===== src/rtl/irq_prio_pkg.sv =====
package irq_prio_pkg;
  localparam int NUM_GRP    = 6;
  localparam int NUM_LVL    = 4;
  localparam int LVL_W      = $clog2(NUM_LVL);
  localparam int GRP_W      = $clog2(NUM_GRP);
  localparam int VEC_W      = GRP_W + 1;
  localparam int SRC_SLOTS  = 2 * NUM_GRP;
  localparam int NUM_DIRECT = 9;
  localparam int NUM_SUB    = 10;
  localparam int SUB_PER_OR = 4;
  typedef logic [LVL_W-1:0] lvl_t;
endpackage


===== src/rtl/irq_sub_flags.sv =====
module irq_sub_flags #(
  parameter int N = 10
) (
  input  logic         clk_i,
  input  logic         rst_ni,
  input  logic [N-1:0] evt_i,
  input  logic [N-1:0] clr_i,
  input  logic [N-1:0] en_i,
  output logic [N-1:0] flag_o,
  output logic [N-1:0] active_o
);
  for (genvar i = 0; i < N; i++) begin : g_flag
    always_ff @(posedge clk_i or negedge rst_ni) begin
      if (!rst_ni)        flag_o[i] <= 1'b0;
      else if (evt_i[i])  flag_o[i] <= 1'b1;  // event beats clear
      else if (clr_i[i])  flag_o[i] <= 1'b0;
    end
    assign active_o[i] = flag_o[i] & en_i[i];
  end
endmodule


===== src/rtl/irq_lvl_arb.sv =====
module irq_lvl_arb #(
  parameter int N_GRP = 6,
  parameter int LVL_W = 2,
  localparam int GW   = $clog2(N_GRP)
) (
  input  logic [N_GRP-1:0]            req_i,
  input  logic [N_GRP-1:0][LVL_W-1:0] lvl_i,
  output logic                        valid_o,
  output logic [GW-1:0]               grp_o,
  output logic [LVL_W-1:0]            lvl_o
);
  always_comb begin
    valid_o = 1'b0;
    grp_o   = '0;
    lvl_o   = '0;
    // strict compare keeps the lower group on a tie
    for (int g = 0; g < N_GRP; g++) begin
      if (req_i[g] && (!valid_o || lvl_i[g] > lvl_o)) begin
        valid_o = 1'b1;
        grp_o   = GW'(g);
        lvl_o   = lvl_i[g];
      end
    end
  end
endmodule


===== src/rtl/irq_isr_track.sv =====
module irq_isr_track #(
  parameter int N_LVL = 4,
  localparam int LW   = $clog2(N_LVL)
) (
  input  logic             clk_i,
  input  logic             rst_ni,
  input  logic             take_i,
  input  logic [LW-1:0]    take_lvl_i,
  input  logic             ret_i,
  output logic [N_LVL-1:0] isr_o,
  output logic             busy_o,
  output logic [LW-1:0]    top_o
);
  logic [N_LVL-1:0] clr_mask, set_mask;

  always_comb begin
    top_o = '0;
    for (int l = 0; l < N_LVL; l++)
      if (isr_o[l]) top_o = LW'(l);
  end

  assign busy_o   = |isr_o;
  assign clr_mask = ret_i  ? (N_LVL'(1) << top_o)      : '0;
  assign set_mask = take_i ? (N_LVL'(1) << take_lvl_i) : '0;

  always_ff @(posedge clk_i or negedge rst_ni) begin
    if (!rst_ni) isr_o <= '0;
    else         isr_o <= (isr_o & ~clr_mask) | set_mask;
  end
endmodule


===== src/rtl/irq_prio_ctrl.sv =====
module irq_prio_ctrl
  import irq_prio_pkg::*;
(
  input  logic                  clk_i,
  input  logic                  rst_ni,
  input  logic                  glob_en_i,
  input  logic [NUM_GRP-1:0]    prio_lo_i,
  input  logic [NUM_GRP-1:0]    prio_hi_i,
  input  logic [NUM_DIRECT-1:0] direct_req_i,
  input  logic [NUM_SUB-1:0]    sub_evt_i,
  input  logic [NUM_SUB-1:0]    sub_en_i,
  input  logic [NUM_SUB-1:0]    sub_clr_i,
  input  logic                  ret_i,
  output logic [NUM_SUB-1:0]    sub_flag_o,
  output logic                  irq_o,
  output logic [VEC_W-1:0]      vec_o,
  output logic [LVL_W-1:0]      lvl_o,
  output logic [NUM_LVL-1:0]    in_svc_o
);
  logic [NUM_SUB-1:0]              sub_act;
  logic [SRC_SLOTS-1:0]            src;
  logic [NUM_GRP-1:0]              grp_req, grp_mem;
  logic [NUM_GRP-1:0][LVL_W-1:0]   grp_lvl;
  logic                            win_valid, isr_busy, take;
  logic [GRP_W-1:0]                win_grp;
  lvl_t                            win_lvl, isr_top;

  irq_sub_flags #(.N(NUM_SUB)) u_flags (
    .clk_i, .rst_ni,
    .evt_i(sub_evt_i), .clr_i(sub_clr_i), .en_i(sub_en_i),
    .flag_o(sub_flag_o), .active_o(sub_act)
  );

  // slot index equals vector index
  assign src[0]  = direct_req_i[0];
  assign src[1]  = direct_req_i[1];
  assign src[2]  = direct_req_i[2];
  assign src[3]  = |sub_act[2*SUB_PER_OR-1:SUB_PER_OR];
  assign src[4]  = direct_req_i[3];
  assign src[5]  = direct_req_i[4];
  assign src[6]  = direct_req_i[5];
  assign src[7]  = direct_req_i[6];
  assign src[8]  = direct_req_i[7];
  assign src[9]  = direct_req_i[8] | (|sub_act[NUM_SUB-1:2*SUB_PER_OR]);
  assign src[10] = |sub_act[SUB_PER_OR-1:0];
  assign src[11] = 1'b0;

  for (genvar g = 0; g < NUM_GRP; g++) begin : g_grp
    assign grp_req[g] = src[2*g] | src[2*g+1];
    assign grp_mem[g] = ~src[2*g];
    assign grp_lvl[g] = {prio_hi_i[g], prio_lo_i[g]};
  end

  irq_lvl_arb #(.N_GRP(NUM_GRP), .LVL_W(LVL_W)) u_arb (
    .req_i(grp_req), .lvl_i(grp_lvl),
    .valid_o(win_valid), .grp_o(win_grp), .lvl_o(win_lvl)
  );

  assign take = glob_en_i & win_valid & (!isr_busy || win_lvl > isr_top);

  irq_isr_track #(.N_LVL(NUM_LVL)) u_isr (
    .clk_i, .rst_ni,
    .take_i(take), .take_lvl_i(win_lvl), .ret_i,
    .isr_o(in_svc_o), .busy_o(isr_busy), .top_o(isr_top)
  );

  always_ff @(posedge clk_i or negedge rst_ni) begin
    if (!rst_ni) begin
      irq_o <= 1'b0;
      vec_o <= '0;
      lvl_o <= '0;
    end else begin
      irq_o <= take;
      if (take) begin
        vec_o <= {win_grp, grp_mem[win_grp]};
        lvl_o <= win_lvl;
      end
    end
  end
endmodule


===== config.mk =====
export PLATFORM = sky130hd
export DESIGN_NAME = irq_prio_ctrl
export DESIGN_NICKNAME = d
export VERILOG_FILES = /design/src/rtl/irq_prio_pkg.sv /design/src/rtl/irq_sub_flags.sv /design/src/rtl/irq_lvl_arb.sv /design/src/rtl/irq_isr_track.sv /design/src/rtl/irq_prio_ctrl.sv
export SDC_FILE = /design/constraint.sdc
export NUM_CORES = 1
export LEC_CHECK = 0
export ABC_AREA = 1
export BUFFER_PORTS_ARGS = -buffer_cell sky130_fd_sc_hd__buf_2
export CORE_MARGIN = 2
export CORE_UTILIZATION = 40
export CTS_CLUSTER_SIZE = 8
export DETAILED_ROUTE_END_ITERATION = 8
export GPL_TIMING_DRIVEN = 1
export PLACE_DENSITY = 0.71
export SLEW_MARGIN = 0
export SYNTH_ARGS = -nofsm -noshare
export SYNTH_HDL_FRONTEND = slang
export SYNTH_SLANG_ARGS = --single-unit

===== constraint.sdc =====
create_clock -name clk_i -period 7.2 [get_ports clk_i]
set_clock_uncertainty 0.1 [all_clocks]
set_input_delay 1.08 -clock clk_i [delete_from_list [all_inputs] [get_ports clk_i]]
set_output_delay 1.08 -clock clk_i [all_outputs]
set_load 0.01 [all_outputs]

==> metrics.md <==
| Metric | Value |
|---|---|
| Count of input and output buffers | 75 |
| Commonest non-fill, non-tap cell in the layout | buf_2 |
| Min-Delay Endpoint | lvl_o[0]$_DFFE_PN0P_ |
| Ys async rst share | 100.0% |
| Synthesized area | 1600 um2 |
| HP Class | reg2reg |
| Num CTS Buffers | 3 |
| Cell Rows | 22 |
| Initial antenna violation count | 0 |
| DR DRC count | 0 |
| I/O pins | 76 |
| Required @ worst endpoint | about 7300 ps |
| Worst path max stage delay | roughly 310 ps |
| Share of cells above drive strength 1 | 48.29% |
| First-pass GRT wire length | 6.651 mm |
| Library cells used by synthesis | 26 |
| Filler instances | 327 |
| H-tree levels | 1 |
| Vias in the first global route | 1668 |
| ANT nets after route | 0 |
| Die H | 67.25 um |
| Critical path's most frequent cell | nand2_2 |
| Seq/Total Area, Yosys | 32.84% |
| Hold Slack | 393.7 ps |
| Pins Over Slew Limit | 0 |
| Slew @ Worst Pin | 444.6 ps |
| Vias | approximately 1.9k |
| Mean Syn Cell Area | 6.928 um2 |
| RR Endpoint | vec_o[0]$_DFFE_PN0P_ |
| Router iterations before antenna repair | 4 |
| Clock tree buffer depth | 2 |
| R2R cell count | 49 |
| Vias per cell | 4.698 |
| Worst slew margin | about 70% |
| DP HPWL | 3.433 mm |
| Number of synthesized flops with an enable pin | 0 |
| Ys flop type | dfrtp_1 |
| Starting Density | a little over two fifths |
| Clock Sinks | 21 |
| Slowest library cell on the worst path | ha_1 |
| Skew-Pair Late Insertion Delay | 260 ps |
| Hold Vio Cnt, Final | 0 |
| RSZ-0062 raised after global routing | true |
| Final period util | a little over nine tenths |
| Final instance area | 2569 um2 |
| ANT cells | 0 |
| Critical path fanouts, max | 6 |
| Reg clk slew, reported paths | 70 ps |
| Startpoint types | primary input |
| Die Wd | 67.25 um |
| Syn. warnings | 0 |
| Overflow after GRT | 0 |
| Layout Nets | 418 |
| Hold Crit Start | lvl_o[0]$_DFFE_PN0P_ |
| Initial DRC count | 49 |
| Largest net degree at the start of global routing | 22 |
| Core area | 3744 um2 |
| PwrDens | a little under 400 nW/um2 |
| Tmin final | 6989 ps |
| Post-Syn Nets | 298 |
| Total routed wirelength | ~4.6 mm |
| Placed cell areas | 2250 um2 |
| Area growth, synth to finish | 60.52% |
| Setup crit end kind | register |
| Root Buffer | clkbuf_8 |
| Status | complete, no violations |
| Synth Instances | 231 |
| FF-to-FF setup slack | 1190 ps |
| Most frequent cells in the layout | buf_2 (72), nand2_1 (50), buf_4 (37), inv_1 (32) |
| Routability cong. | 0.8381 |
| CTS tree | done |
| Hold depth | 2 |
| Setup violators final | 0 |
| Arr. time, crit path | 7040 ps |
| Crit path buf inv count | 10 |
| Max VDD drop | 205.8 uV |
| Family with the most delay on the worst path | simple AND/OR/NAND/NOR gates |
| Crit Path Category | in2reg |
| Total of max-cap violations | 0 |
| Gr usage total | about a fifth |
| Cts hold-fix bufs | 0 |
| Leakage power | 1.487 nW |
| Die area | approximately 4500 um2 |
| FF+latch count, synth | 21 |
| Fmax | 0.1431 GHz |
| CP startpoint | direct_req_i[0] |
| Critical R2R Launch | u_flags.flag_o[4]$_DFFE_PN0P_ |
| Routed wire per std cell | 11.47 um |
## worst max path at each step
stage                                to  slack [ps]  cells after the start
2_1_floorplan  u_isr.isr_o[1]$_DFF_PN0_         510                     53
3_3_place_gp   u_isr.isr_o[3]$_DFF_PN0_        -320                     54
3_5_place_dp   u_isr.isr_o[1]$_DFF_PN0_        -460                     54
4_1_cts        u_isr.isr_o[1]$_DFF_PN0_          60                     54
5_1_grt            vec_o[1]$_DFFE_PN0P_        -270                     54
6_report           vec_o[0]$_DFFE_PN0P_         210                     54
## state kept, by name (all words and copies together) (netlist names)
register and count:
irq_o 1, lvl_o 2, vec_o 4, u_flags.flag_o 10, u_isr.isr_o 4
## cells by family after synthesis
| kind of cell | count (synthesis) | synth area share [%] |
|---|---|---|
| buffers and inverters | 43 | 10.55 |
| AND/OR/NAND/NOR | 123 | 34.64 |
| AO/OA/AOI/OAI | 32 | 12.59 |
| adder cells (fa/ha/maj) | 12 | 9.382 |
| flip-flops | 21 | 32.84 |
## routing by layer
metal	vias up	part of all wire (%)	global-route usage (%)
li1	969	-	-
met3	2	6.0	3.500
met4	0	0.53	3.316
met2	68	51	33.17
met5	-	0	0
met1	831	42	23.88
## power breakdown
group / internal, mW / switching (mW)
clock network: 0.0385 / 0.0367
registers: 0.151 / 0.0209
logic: 0.366 / 0.389
## per-stage QoR
stage               instances  TNS [ps]  setup slack [ps]  total power [mW]  util (%)
global route              398     -2504            -265.5             1.092     68.62
detailed placement        383     -4301            -463.3            0.7306     60.09
floorplan                 231         0             511.8            0.4868         -
global placement          383     -2872            -320.1            0.7139     60.09
finish                    398         0             210.5             1.002     68.62
CTS                       387         0             61.86            0.8118     61.33
## worst register-to-register path: cells and delay by family (launching register included)
family / cells / cell delay [ps]
AOI/OAI and AO/OA: 9 / 1060
DFF: 1 / 370
and+or+nand+nor: 27 / 2490
adders and majority gates: 5 / 1360
buffers and inverters: 8 / 510
## final cells by class
cell class | count | area, um2 | area share [%]
inverters | 42 | 160.2 | 6.235
well taps | 48 | 60.06 | 2.338
clock buffers | 3 | 41.29 | 1.607
clock inverters | 1 | 5.005 | 0.1948
multi-input cells | 167 | 1056 | 41.11
flip-flops and latches | 21 | 525.5 | 20.46
repair buffers | 116 | 720.7 | 28.06
## timing repair
action	4_1_cts	5_1_grt
endpoints found under the setup margin	11	11
gates resized for setup	4	53
gates cloned	0	0
endpoints found under the hold margin	0	0
setup buffers	0	11
pin swaps	1	37
## cell usage after synthesis (2+ instances only)
library cell  instances  share of area (%)
or2_1                 4                1.6
a21oi_1               2               0.63
o21ai_0              10                3.1
o21bai_1             12                5.6
a22o_1                2                1.1
nor2_1               16                3.8
o21ai_1               4                1.3
nand2_1              63                 15
nand3_1              23                7.2
dfrtp_1              21                 33
inv_2                 2               0.47
nand2_2               8                3.1
ha_1                 12                9.4
nand4_1               2               0.78
inv_1                39                9.1
(Power assumes the default switching activity.)
